$ cat src/rtl/fbb_pkg.sv
// Package: shared types of the instruction fetch block buffer.
// Assumes nothing beyond IEEE 1800-2017.
package fbb_pkg;
    // Which request port wins the single update slot of a cycle
    typedef enum logic [2:0] {
        GNT_NONE = 3'd0,
        GNT_INS  = 3'd1,
        GNT_SQ   = 3'd2,
        GNT_CS   = 3'd3,
        GNT_LK   = 3'd4
    } gnt_e;
endpackage

$ cat src/rtl/fbb_match.sv
// Module: fbb_match
// Compares one request tag (address-space ID plus block address) against
// every entry in parallel and returns a hit flag and the matching index.
// Assumes the buffer never holds two valid entries with the same tag.
module fbb_match #(
    parameter int N      = 4,
    parameter int ASID_W = 4,
    parameter int TAG_W  = 12
) (
    input  logic [N-1:0]             ent_valid,
    input  logic [N-1:0][ASID_W-1:0] ent_asid,
    input  logic [N-1:0][TAG_W-1:0]  ent_tag,
    input  logic [ASID_W-1:0]        req_asid,
    input  logic [TAG_W-1:0]         req_tag,
    output logic                     hit,
    output logic [$clog2(N)-1:0]     idx
);
    localparam int IDX_W = $clog2(N);

    logic [N-1:0] eq;

    // Per-entry equality of both tag fields
    for (genvar g = 0; g < N; g++) begin : g_cmp
        assign eq[g] = ent_valid[g] && (ent_asid[g] == req_asid) &&
                       (ent_tag[g] == req_tag);
    end

    // Encode the (single) matching entry into an index
    always_comb begin
        hit = |eq;
        idx = '0;
        for (int i = 0; i < N; i++) begin
            if (eq[i]) idx = IDX_W'(i);
        end
    end
endmodule

$ cat src/rtl/fbb_age.sv
// Module: fbb_age
// Holds a recency rank per entry (0 = most recent, N-1 = oldest) as a
// permutation, updates it in one cycle when an entry is touched, and picks
// the oldest entry among the offered replacement candidates.
// Assumes at most one touch per cycle.
module fbb_age #(
    parameter int N = 4
) (
    input  logic                 clk,
    input  logic                 rst_n,
    input  logic                 touch_en,
    input  logic [$clog2(N)-1:0] touch_idx,
    input  logic [N-1:0]         cand,
    output logic [$clog2(N)-1:0] victim_idx,
    output logic                 victim_ok
);
    localparam int IDX_W = $clog2(N);

    logic [N-1:0][IDX_W-1:0] age_q;
    logic [N-1:0]            rank_cover;
    logic [IDX_W-1:0]        best_age;

    // Rank update: touched entry to 0, younger entries age by one
    always_ff @(posedge clk) begin
        if (!rst_n) begin
            for (int i = 0; i < N; i++) age_q[i] <= IDX_W'(i);
        end else if (touch_en) begin
            for (int i = 0; i < N; i++) begin
                if (IDX_W'(i) == touch_idx)
                    age_q[i] <= '0;
                else if (age_q[i] < age_q[touch_idx])
                    age_q[i] <= age_q[i] + IDX_W'(1);
            end
        end
    end

    // Victim choice: oldest rank among the candidates
    always_comb begin
        victim_ok  = 1'b0;
        victim_idx = '0;
        best_age   = '0;
        for (int i = 0; i < N; i++) begin
            if (cand[i] && (!victim_ok || age_q[i] > best_age)) begin
                victim_ok  = 1'b1;
                victim_idx = IDX_W'(i);
                best_age   = age_q[i];
            end
        end
    end

    // Coverage map of ranks, used only by the permutation check
    always_comb begin
        rank_cover = '0;
        for (int i = 0; i < N; i++) rank_cover[age_q[i]] = 1'b1;
    end

    AST_RANK_PERMUTATION: assert property (@(posedge clk) disable iff (!rst_n)
        rank_cover == {N{1'b1}});
    AST_TOUCH_TO_NEWEST: assert property (@(posedge clk) disable iff (!rst_n)
        touch_en |=> age_q[$past(touch_idx)] == '0);
endmodule

$ cat src/rtl/instr_block_buffer.sv
// Module: instr_block_buffer
// Buffer of recently fetched instruction blocks with per-entry reservation
// counts. Serves one of four ports per cycle (insert > squash > consume >
// lookup); replies are combinational, state changes at the clock edge.
// Assumes the miss tracker never inserts a block that is already present.
module instr_block_buffer
    import fbb_pkg::*;
#(
    parameter int ENTRIES = 4,
    parameter int ASID_W  = 4,
    parameter int ADDR_W  = 16,
    parameter int WORD_W  = 32,
    parameter int WORDS   = 4,
    parameter int CNT_W   = 4
) (
    input  logic                    clk,
    input  logic                    rst_n,
    input  logic                    lk_valid,
    input  logic [ASID_W-1:0]       lk_asid,
    input  logic [ADDR_W-1:0]       lk_addr,
    output logic                    lk_done,
    output logic                    lk_hit,
    input  logic                    cs_valid,
    input  logic [ASID_W-1:0]       cs_asid,
    input  logic [ADDR_W-1:0]       cs_addr,
    output logic                    cs_done,
    output logic [WORD_W-1:0]       cs_word,
    input  logic                    ins_valid,
    input  logic [ASID_W-1:0]       ins_asid,
    input  logic [ADDR_W-1:0]       ins_addr,
    input  logic [WORD_W*WORDS-1:0] ins_data,
    input  logic [CNT_W-1:0]        ins_cnt,
    output logic                    ins_done,
    input  logic                    sq_valid,
    input  logic [ASID_W-1:0]       sq_asid,
    input  logic [ADDR_W-1:0]       sq_addr,
    output logic                    sq_done,
    output logic                    err_underflow
);
    localparam int IDX_W  = $clog2(ENTRIES);
    localparam int WSEL_W = $clog2(WORDS);
    localparam int BSH    = $clog2(WORD_W / 8);
    localparam int OFF_W  = WSEL_W + BSH;
    localparam int TAG_W  = ADDR_W - OFF_W;

    // Entry storage
    logic [ENTRIES-1:0]                         valid_q;
    logic [ENTRIES-1:0][ASID_W-1:0]             asid_q;
    logic [ENTRIES-1:0][TAG_W-1:0]              tag_q;
    logic [ENTRIES-1:0][CNT_W-1:0]              cnt_q;
    logic [ENTRIES-1:0][WORDS-1:0][WORD_W-1:0]  data_q;
    logic                                       err_q;

    logic             lk_match, cs_match, sq_match;
    logic [IDX_W-1:0] lk_idx, cs_idx, sq_idx, victim_idx;
    logic [WSEL_W-1:0] cs_wsel;
    logic             victim_ok, full, lk_sat, touch_en;
    logic [IDX_W-1:0] touch_idx;
    logic [ENTRIES-1:0] cand;
    gnt_e             gnt;

    fbb_match #(.N(ENTRIES), .ASID_W(ASID_W), .TAG_W(TAG_W)) u_lk_match (
        .ent_valid(valid_q), .ent_asid(asid_q), .ent_tag(tag_q),
        .req_asid(lk_asid), .req_tag(lk_addr[ADDR_W-1:OFF_W]),
        .hit(lk_match), .idx(lk_idx));

    fbb_match #(.N(ENTRIES), .ASID_W(ASID_W), .TAG_W(TAG_W)) u_cs_match (
        .ent_valid(valid_q), .ent_asid(asid_q), .ent_tag(tag_q),
        .req_asid(cs_asid), .req_tag(cs_addr[ADDR_W-1:OFF_W]),
        .hit(cs_match), .idx(cs_idx));

    fbb_match #(.N(ENTRIES), .ASID_W(ASID_W), .TAG_W(TAG_W)) u_sq_match (
        .ent_valid(valid_q), .ent_asid(asid_q), .ent_tag(tag_q),
        .req_asid(sq_asid), .req_tag(sq_addr[ADDR_W-1:OFF_W]),
        .hit(sq_match), .idx(sq_idx));

    // Replacement candidates: free slots first, else unreserved entries
    always_comb begin
        full = &valid_q;
        for (int i = 0; i < ENTRIES; i++)
            cand[i] = full ? (cnt_q[i] == '0) : !valid_q[i];
    end

    fbb_age #(.N(ENTRIES)) u_age (
        .clk(clk), .rst_n(rst_n),
        .touch_en(touch_en), .touch_idx(touch_idx),
        .cand(cand), .victim_idx(victim_idx), .victim_ok(victim_ok));

    // Fixed-priority grant of the single update slot
    always_comb begin
        if (ins_valid)     gnt = GNT_INS;
        else if (sq_valid) gnt = GNT_SQ;
        else if (cs_valid) gnt = GNT_CS;
        else if (lk_valid) gnt = GNT_LK;
        else               gnt = GNT_NONE;
    end

    // Port replies and recency touch for this cycle
    always_comb begin
        lk_sat    = lk_match && (cnt_q[lk_idx] == {CNT_W{1'b1}});
        ins_done  = (gnt == GNT_INS) && victim_ok;
        sq_done   = (gnt == GNT_SQ);
        cs_done   = (gnt == GNT_CS) && cs_match;
        lk_done   = (gnt == GNT_LK) && !lk_sat;
        lk_hit    = lk_done && lk_match;
        cs_wsel   = cs_addr[OFF_W-1:BSH];
        cs_word   = data_q[cs_idx][cs_wsel];
        touch_en  = ins_done || cs_done;
        touch_idx = ins_done ? victim_idx : cs_idx;
    end

    assign err_underflow = err_q;

    // Entry state and sticky error update for the granted request
    always_ff @(posedge clk) begin
        if (!rst_n) begin
            valid_q <= '0;
            asid_q  <= '0;
            tag_q   <= '0;
            cnt_q   <= '0;
            data_q  <= '0;
            err_q   <= 1'b0;
        end else begin
            unique case (gnt)
                GNT_INS: if (victim_ok) begin
                    valid_q[victim_idx] <= 1'b1;
                    asid_q[victim_idx]  <= ins_asid;
                    tag_q[victim_idx]   <= ins_addr[ADDR_W-1:OFF_W];
                    cnt_q[victim_idx]   <= ins_cnt;
                    data_q[victim_idx]  <= ins_data;
                end
                GNT_SQ: if (sq_match) begin
                    if (cnt_q[sq_idx] == '0) err_q <= 1'b1;
                    else cnt_q[sq_idx] <= cnt_q[sq_idx] - CNT_W'(1);
                end
                GNT_CS: if (cs_match) begin
                    if (cnt_q[cs_idx] == '0) err_q <= 1'b1;
                    else cnt_q[cs_idx] <= cnt_q[cs_idx] - CNT_W'(1);
                end
                GNT_LK: if (lk_match && !lk_sat) begin
                    cnt_q[lk_idx] <= cnt_q[lk_idx] + CNT_W'(1);
                end
                default: ;
            endcase
        end
    end

    AST_SINGLE_SERVICE: assert property (@(posedge clk) disable iff (!rst_n)
        $onehot0({ins_done, sq_done, cs_done, lk_done}));
    AST_ERR_STICKY: assert property (@(posedge clk) disable iff (!rst_n)
        err_underflow |=> err_underflow);
    AST_LOOKUP_RESERVES: assert property (@(posedge clk) disable iff (!rst_n)
        lk_hit |=> cnt_q[$past(lk_idx)] == $past(cnt_q[lk_idx]) + CNT_W'(1));
    AST_CONSUME_RELEASES: assert property (@(posedge clk) disable iff (!rst_n)
        (cs_done && cnt_q[cs_idx] != '0) |=>
        cnt_q[$past(cs_idx)] == $past(cnt_q[cs_idx]) - CNT_W'(1));
    AST_VICTIM_UNRESERVED: assert property (@(posedge clk) disable iff (!rst_n)
        (ins_done && full) |-> cnt_q[victim_idx] == '0);
    AST_INSERT_LOADS_COUNT: assert property (@(posedge clk) disable iff (!rst_n)
        ins_done |=> valid_q[$past(victim_idx)] &&
                     cnt_q[$past(victim_idx)] == $past(ins_cnt));
endmodule

$ cat config.mk
export PLATFORM = sky130hd
export DESIGN_NAME = instr_block_buffer
export DESIGN_NICKNAME = d
export VERILOG_FILES = /design/src/rtl/fbb_pkg.sv /design/src/rtl/fbb_match.sv /design/src/rtl/fbb_age.sv /design/src/rtl/instr_block_buffer.sv
export SDC_FILE = /design/constraint.sdc
export NUM_CORES = 2
export LEC_CHECK = 0
export ABC_AREA = 1
export BUFFER_PORTS_ARGS = -buffer_cell sky130_fd_sc_hd__buf_4
export CORE_MARGIN = 4
export CORE_UTILIZATION = 55
export DETAILED_ROUTE_END_ITERATION = 6
export PLACE_DENSITY_LB_ADDON = 0.2
export SYNTH_ARGS = -nofsm -noshare
export SYNTH_HDL_FRONTEND = slang
export SYNTH_SLANG_ARGS = --single-unit
$ cat constraint.sdc
create_clock -name clk -period 4.4 [get_ports clk]
set_input_delay 0.44 -clock clk [delete_from_list [all_inputs] [get_ports clk]]
set_output_delay 0.44 -clock clk [all_outputs]
set_load 0.05 [all_outputs]
* Word level (Yosys, flattened, before mapping) *
Index checks and enable logic that the tools add are counted.

word-level totals
  input bits = 218
  bits in read-only memories = 0
  memory bits (writable) = 0
  memories kept = 0
  logic and storage cells = 253
  output and inout bits = 38
  bits in latches = 0
  bits in registers = 605

operators by class
  reduce and logical (&&, ||, !) cells = 73
  muxes and demuxes = 81
  order comparisons = 17
  bitwise gates (word level) = 1
  shift-type cells = 0
  divide/modulo/power cells = 0
  $add $sub $neg = 7
  equality and inequality tests = 40
  $mul = 0

operators with widths
  cell                                                         number
  bitwise mux 512 bit                                          1
  binary-select mux 128 bit (select 2 bit)                     1
  demux 128 bit (select 2 bit)                                 1
  2-to-1 mux 128 bit                                           2
  equality test 12 bit                                         12
  2-to-1 mux 16 bit                                            6
  bitwise mux 16 bit                                           5
  binary-select mux 32 bit (select 2 bit)                      1
  one-hot mux 16 bit (4 select lines)                          1
  bitwise mux 48 bit                                           1
  equality test 4 bit                                          12
  2-to-1 mux 2 bit                                             21
  logical AND 1 bit                                            37
  demux 4 bit (select 2 bit)                                   4
  2-to-1 mux 32 bit                                            1
  2-to-1 mux 4 bit                                             7
  binary-select mux 4 bit (select 2 bit)                       3
  demux 12 bit (select 2 bit)                                  1
  zero test 4 bit                                              6
  less-than comparator 2 x 3 -> 1 bit (second input constant)  6
  2-to-1 mux 1 bit                                             17
  2-to-1 mux 12 bit                                            1
  2-to-1 mux 3 bit                                             4
  OR reduction 4 bit                                           3
  27 further kinds                                             65

* Longest topological paths before layout *
  depth in word-level cells = 22
  depth in mapped cells = 41
  mapped depth without buffers = 41

* Cells and area by module *
Synthesis repeated with hierarchy kept, for this count alone.

second synthesis, totals
  cell total of the unflattened synthesis = 4566
  area total of the unflattened synthesis = 29923.7 um^2

modules (own cells, without submodules)
  module              seq. area each (um^2)  area an instance (um^2)  cells an instance  instances
  instr_block_buffer  11951.5                25622.1                  3602               1
  fbb_match           0.0                    1161.1                   275                3
  fbb_age             160.2                  818.3                    139                1

* Worst setup path before layout *
Ideal clock, no wire load.

  kind = register to register
  from = reg valid_q[2]
  to = reg data_q[18] (netlist name)
  slack = 50 ps
  required time = 4284 ps
  buffers on the path = 2
  stages on the path, launching flop included = 38
  arrival = 4234 ps
  setup time = 116 ps
  clock period less this slack = 4350 ps
  cells stage by stage = dfxtp_1 nand2_1 inv_2 nand2_1 nand2_1 nand2_1 inv_2 nand2_1 ha_1 inv_1 nor2_1 o21ai_0 nand2_1 nand2_2 o21ai_0 ha_1 inv_1 nor2_1 [2 not listed] nand2_2 nand2_1 o21ai_0 ha_1 inv_1 nor2_1 o21ai_0 nand2_1 nand2_2 inv_2 nor3_4 inv_2 nor2_4 inv_2 buf_2 clkbuf_1 nor2_1 nor2_1

on the way
  cells in the longest elaborated chain, start to end = 20
  elaborated cells on any way between the ends = 35
  classes of those cells = 5 x order compare; 17 x mux; 13 x reduce/logical

RTL lines
  item                                                                                                       line                       text
  start, declared                                                                                            instr_block_buffer.sv:47   logic [ENTRIES-1:0] valid_q;
  start signal, assigned                                                                                     instr_block_buffer.sv:117  valid_q <= '0;
  start signal, assigned by index                                                                            instr_block_buffer.sv:126  valid_q[victim_idx] <= 1'b1;
  AND reduction 4 bit                                                                                        instr_block_buffer.sv:79   full = &valid_q;
  2-to-1 mux 1 bit                                                                                           instr_block_buffer.sv:81   cand[i] = full ? (cnt_q[i] == '0) : !valid_q[i];
  2-to-1 mux 2 bit or 2-to-1 mux 1 bit (tied branches)                                                       fbb_age.sv:43              if (cand[i] && (!victim_ok || age_q[i] > best_age)) begin
  greater-than comparator 2 bit or zero test 1 bit (tied branches)                                           fbb_age.sv:43
  logical OR 1 bit                                                                                           fbb_age.sv:43
  logical AND 1 bit                                                                                          fbb_age.sv:43
  2-to-1 mux 2 bit or 2-to-1 mux 1 bit (tied branches)                                                       fbb_age.sv:43
  greater-than comparator 2 bit or zero test 1 bit (tied branches)                                           fbb_age.sv:43
  [4 not listed]                                                                                             n/a
  logical OR 1 bit                                                                                           fbb_age.sv:43
  logical AND 1 bit                                                                                          fbb_age.sv:43
  2-to-1 mux 2 bit                                                                                           fbb_age.sv:43
  less-than comparator 2 x 3 -> 1 bit (implied by the code) or >= comparator 2 x 1 -> 1 bit (tied branches)  instr_block_buffer.sv:130  data_q[victim_idx] <= ins_data;
  logical AND 1 bit (implied by the code)                                                                    instr_block_buffer.sv:130
  2-to-1 mux 128 bit (implied by the code)                                                                   instr_block_buffer.sv:130
  demux 128 bit (select 2 bit)                                                                               instr_block_buffer.sv:130
  bitwise mux 512 bit                                                                                        instr_block_buffer.sv:130
  end signal, assigned by index                                                                              instr_block_buffer.sv:130
  end, declared                                                                                              instr_block_buffer.sv:51   logic [ENTRIES-1:0][WORDS-1:0][WORD_W-1:0] data_q;

Parallel ways exist; a longest one is shown, timed or not.
A chain may end at the register's enable or synchronous reset.

* Worst setup path after layout *
  from = reg tag_q[34] (netlist name)
  to = out cs_word[20]

on the way
  cells in the longest elaborated chain, start to end = 8

RTL lines
  item                                      line                       text
  start, declared                           instr_block_buffer.sv:49   logic [ENTRIES-1:0][TAG_W-1:0] tag_q;
  start signal, assigned by index           instr_block_buffer.sv:128  tag_q[victim_idx] <= ins_addr[ADDR_W-1:OFF_W];
  equality test 12 bit                      fbb_match.sv:25            (ent_tag[g] == req_tag);
  logical AND 1 bit                         fbb_match.sv:24            assign eq[g] = ent_valid[g] && (ent_asid[g] == req_asid) &&
  2-to-1 mux 2 bit (2 in series)            fbb_match.sv:33            if (eq[i]) idx = IDX_W'(i);
  binary-select mux 128 bit (select 2 bit)  instr_block_buffer.sv:107  cs_word = data_q[cs_idx][cs_wsel];
  2-to-1 mux 128 bit (implied by the code)  instr_block_buffer.sv:107
  binary-select mux 32 bit (select 2 bit)   instr_block_buffer.sv:107
  2-to-1 mux 32 bit (implied by the code)   instr_block_buffer.sv:107
  end, declared                             instr_block_buffer.sv:27   output logic [WORD_W-1:0] cs_word,

Every way passes these cells. The select of a mux whose other input is x is not followed.

==> summary.md <==
| Metric | Value |
|---|---|
| Status | `finished, violations left` |
| Failing checks | `DRC, setup timing` |
| Layout cells sized above 1 | `16.0%` |
| Synth Flop Type | `dfxtp_1` |
| Total length of routed wires | `146000 um` |
| Clk slew on worst S/H paths | `0.06 ns` |
| Syn-to-layout area delta | `23.9%` |
| Minimum clock period | `4.65 ns` |
| Core Region | `56700 sq um` |
| CTS Sinks | `605` |
| Vias | `37600` |
| Die W | `248 um` |
| Initial core utilization | `55.9%` |
| Crit-path max FO | `69` |
| Remaining antenna violation count | `0` |
| # DRC | `6` |
| Hold Fails Final Rpt | `0` |
| Num ports | `256` |
| DR WL/cell | `24.6 um` |
| Gate Count Post-Synth | `4917` |
| Fmax | `215 MHz` |
| Vias in the first global route | `32600` |
| Row cnt | `87` |
| TritonCTS Buffers | `68` |
| CP max stage delay | `0.78 ns` |
| Clock Path Buffers | `3` |
| Hold crit path type | `input pin to register` |
| Fin crit share | `106%` |
| Final setup vio count | `360` |
| Crit path kind | `register to primary output` |
| Syn avg cell area | `6.44 sq um` |
| Startpoint type of the worst setup path | `register` |
| RSZ-0062 raised after global routing | `yes` |
| #FFs+latches synth | `605` |
| Post-synthesis cell type count | `53` |
| CTS H-tree depth | `3` |
| Maxcap violations | `0` |
| First-pass GRT wire length | `196000 um` |
| Root buffer cell | `clkbuf_16` |
| Synthesized Nets | `5144` |
| Die Area | `61500 sq um` |
| CP cell instances | `xor2_1, inv_1, nand2_1, nor2_1, nand3_2, nand2_4, nor2_4, buf_4, a21oi_1, o21ai_0, nand3_1, nand2_1, buf_4` |
| Most common cell after layout, fill and taps aside | `nand2_1` |
| Count of input and output buffers | `241` |
| Area of the mapped netlist | `31700 sq um` |
| Initial antenna violation count | `9` |
| Synth Warn # | `0` |
| Setup slack after layout | `-0.248 ns` |
| Rel. slew slack | `15.1%` |
| Final-report max-slew violation count | `0` |
| DP Area | `34700 sq um` |
| Total grt overflow | `0` |
| Most frequent cells in the layout | `nand2_1 (851), nor2_1 (839), dfxtp_1 (602)` |
| Final layout net count | `5343` |
| Total global-route track usage | `41.2%` |
| GPL Wtd Cong | `1.07` |
| Largest net degree at the start of global routing | `235` |
| Post-synth ARST share | `0%` |
| CP max-delay cell | `buf_4` |
| Design area | `39200 sq um` |
| EDFF count, synth | `0` |
| Critical path arrival | `4.21 ns` |
| Worst skew pair latency | `0.64 ns` |
| CTS tree | `built` |
| Required @ worst endpoint | `3.96 ns` |
| Clock Skew | `0.0453 ns` |
| Sequential area share after synthesis | `38.2%` |
| Reg2reg setup slack | `-0.22 ns` |
| Least-Margin Pin Slew | `1.27 ns` |
| Initial DRT Pass Iterations | `7` |
| Vias per cell | `6.33` |
| Dpl hpwl | `87000 um` |
| Die height | `248 um` |
| DR iter-0 viols | `5680` |
| Critical path endpoint category | `primary output` |
cells in the mapped netlist (2+ instances only):
master | instances | area, sq um
nor3b_1 | 3 | 22.5
nand2_4 | 2 | 22.5
inv_1 | 323 | 1210
nor2_8 | 2 | 40.0
o21ai_0 | 704 | 3520
xor2_1 | 18 | 158
xnor2_1 | 24 | 210
nor2_4 | 4 | 45.0
nand3_1 | 301 | 1510
a22oi_1 | 3 | 22.5
and3_1 | 4 | 25.0
clkinv_1 | 4 | 15.0
nor3_1 | 14 | 70.1
dfxtp_1 | 605 | 12100
o21ai_2 | 3 | 26.3
o22ai_1 | 11 | 68.8
inv_2 | 69 | 259
nand2_2 | 15 | 93.8
nand4_1 | 45 | 282
buf_1 | 16 | 60.1
a31oi_1 | 2 | 12.5
and2_1 | 4 | 25.0
clkbuf_1 | 213 | 800
nor2_2 | 14 | 87.6
a21oi_1 | 491 | 2460
nand3_2 | 7 | 70.1
o2111ai_1 | 5 | 43.8
nor4b_1 | 2 | 17.5
o221ai_1 | 63 | 552
nor4_1 | 6 | 37.5
a221oi_1 | 2 | 17.5
o21ai_1 | 61 | 305
nand3b_1 | 14 | 105
buf_2 | 72 | 360
nor2_1 | 867 | 3250
o211ai_1 | 28 | 210
nand2_1 | 871 | 3270
buf_6 | 2 | 22.5
ha_1 | 9 | 113
path summary, 6_finish.rpt:
path               startpoint     endpoint  cells after the start
hold reg to reg   data_q[171]  data_q[171]                      2
setup reg to reg     cnt_q[1]   data_q[19]                     37
setup / recovery    tag_q[34]  cs_word[20]                     13
hold / removal    ins_data[2]    data_q[2]                      3
state kept, by name, indices dropped and copies added, names as in the netlist:
name and cells:
asid_q 16, cnt_q 16, data_q 512, err_underflow 1, tag_q 48, u_age.age_q 8
valid_q 4
cells by family (layout without fill, tap and decap cells):
group | count (synthesis) | count (layout) | share of synthesized area, %
and+or+nand+nor | 2182 | 2187 | 28.6
AOI/OAI and AO/OA | 1376 | 1376 | 22.9
buffers and inverters | 703 | 950 | 8.69
DFF | 605 | 605 | 38.2
xor gates and xnor gates | 42 | 42 | 1.16
adders and majority gates | 9 | 9 | 0.355
other | 0 | 10 | 0
cell type report:
| type | count | area (sq um) |
|---|---|---|
| Timing Repair Buffer | 429 | 4680 |
| Clock inverter | 20 | 318 |
| Multi-Input combinational cell | 3614 | 17600 |
| Clock buffer | 103 | 2020 |
| Tap cell | 756 | 946 |
| Antenna cell | 10 | 25.0 |
| Fill cell | 4833 | 17500 |
| Inverter | 398 | 1530 |
| Sequential cell | 605 | 12100 |
layer usage:
layer	global-route usage [%]	vias to the layer above	wire, um
li1	-	16700	-
met1	53.9	17300	52100
met2	63.5	2907	62700
met3	7.59	687	19300
met4	25.0	2	12200
met5	0	-	10
metrics by stage:
stage | cells | setup TNS (ns) | setup slack, ns | hold slack [ns] | util, %
CTS | 5859 | 0 | 0.00275 | 0.0444 | 65.7
finish | 5935 | -22.28 | -0.248 | 0.0551 | 69.2
detailed placement | 5732 | -20.95 | -0.155 | 0.439 | 61.2
global placement | 5732 | -1.52 | -0.0494 | 0.434 | 61.2
floorplan | 4917 | 0 | 0.0500 | 0.425 | -
global route | 5930 | -149.80 | -0.430 | 0.0658 | 69.2
repair_timing:
item	in CTS	in global routing
hold buffers	0	0
endpoints found under the setup margin	495	624
gates resized for setup	17	336
hold endpoints to repair	0	0
gates cloned	4	51
setup buffers	0	15
pin swaps	0	78
critical path: cells and delay by family (launching register included):
kind / cells / cell delay [ns]
AO/OA/AOI/OAI: 2 / 0.45
flip-flops: 1 / 0.49
AND/OR/NAND/NOR: 7 / 1.18
buffers and inverters: 3 / 1.12
XOR/XNOR: 1 / 0.30
Power is left out: the tool's default activity adds up to more than one toggle a clock period on the data nets, which glitch-free logic cannot reach.
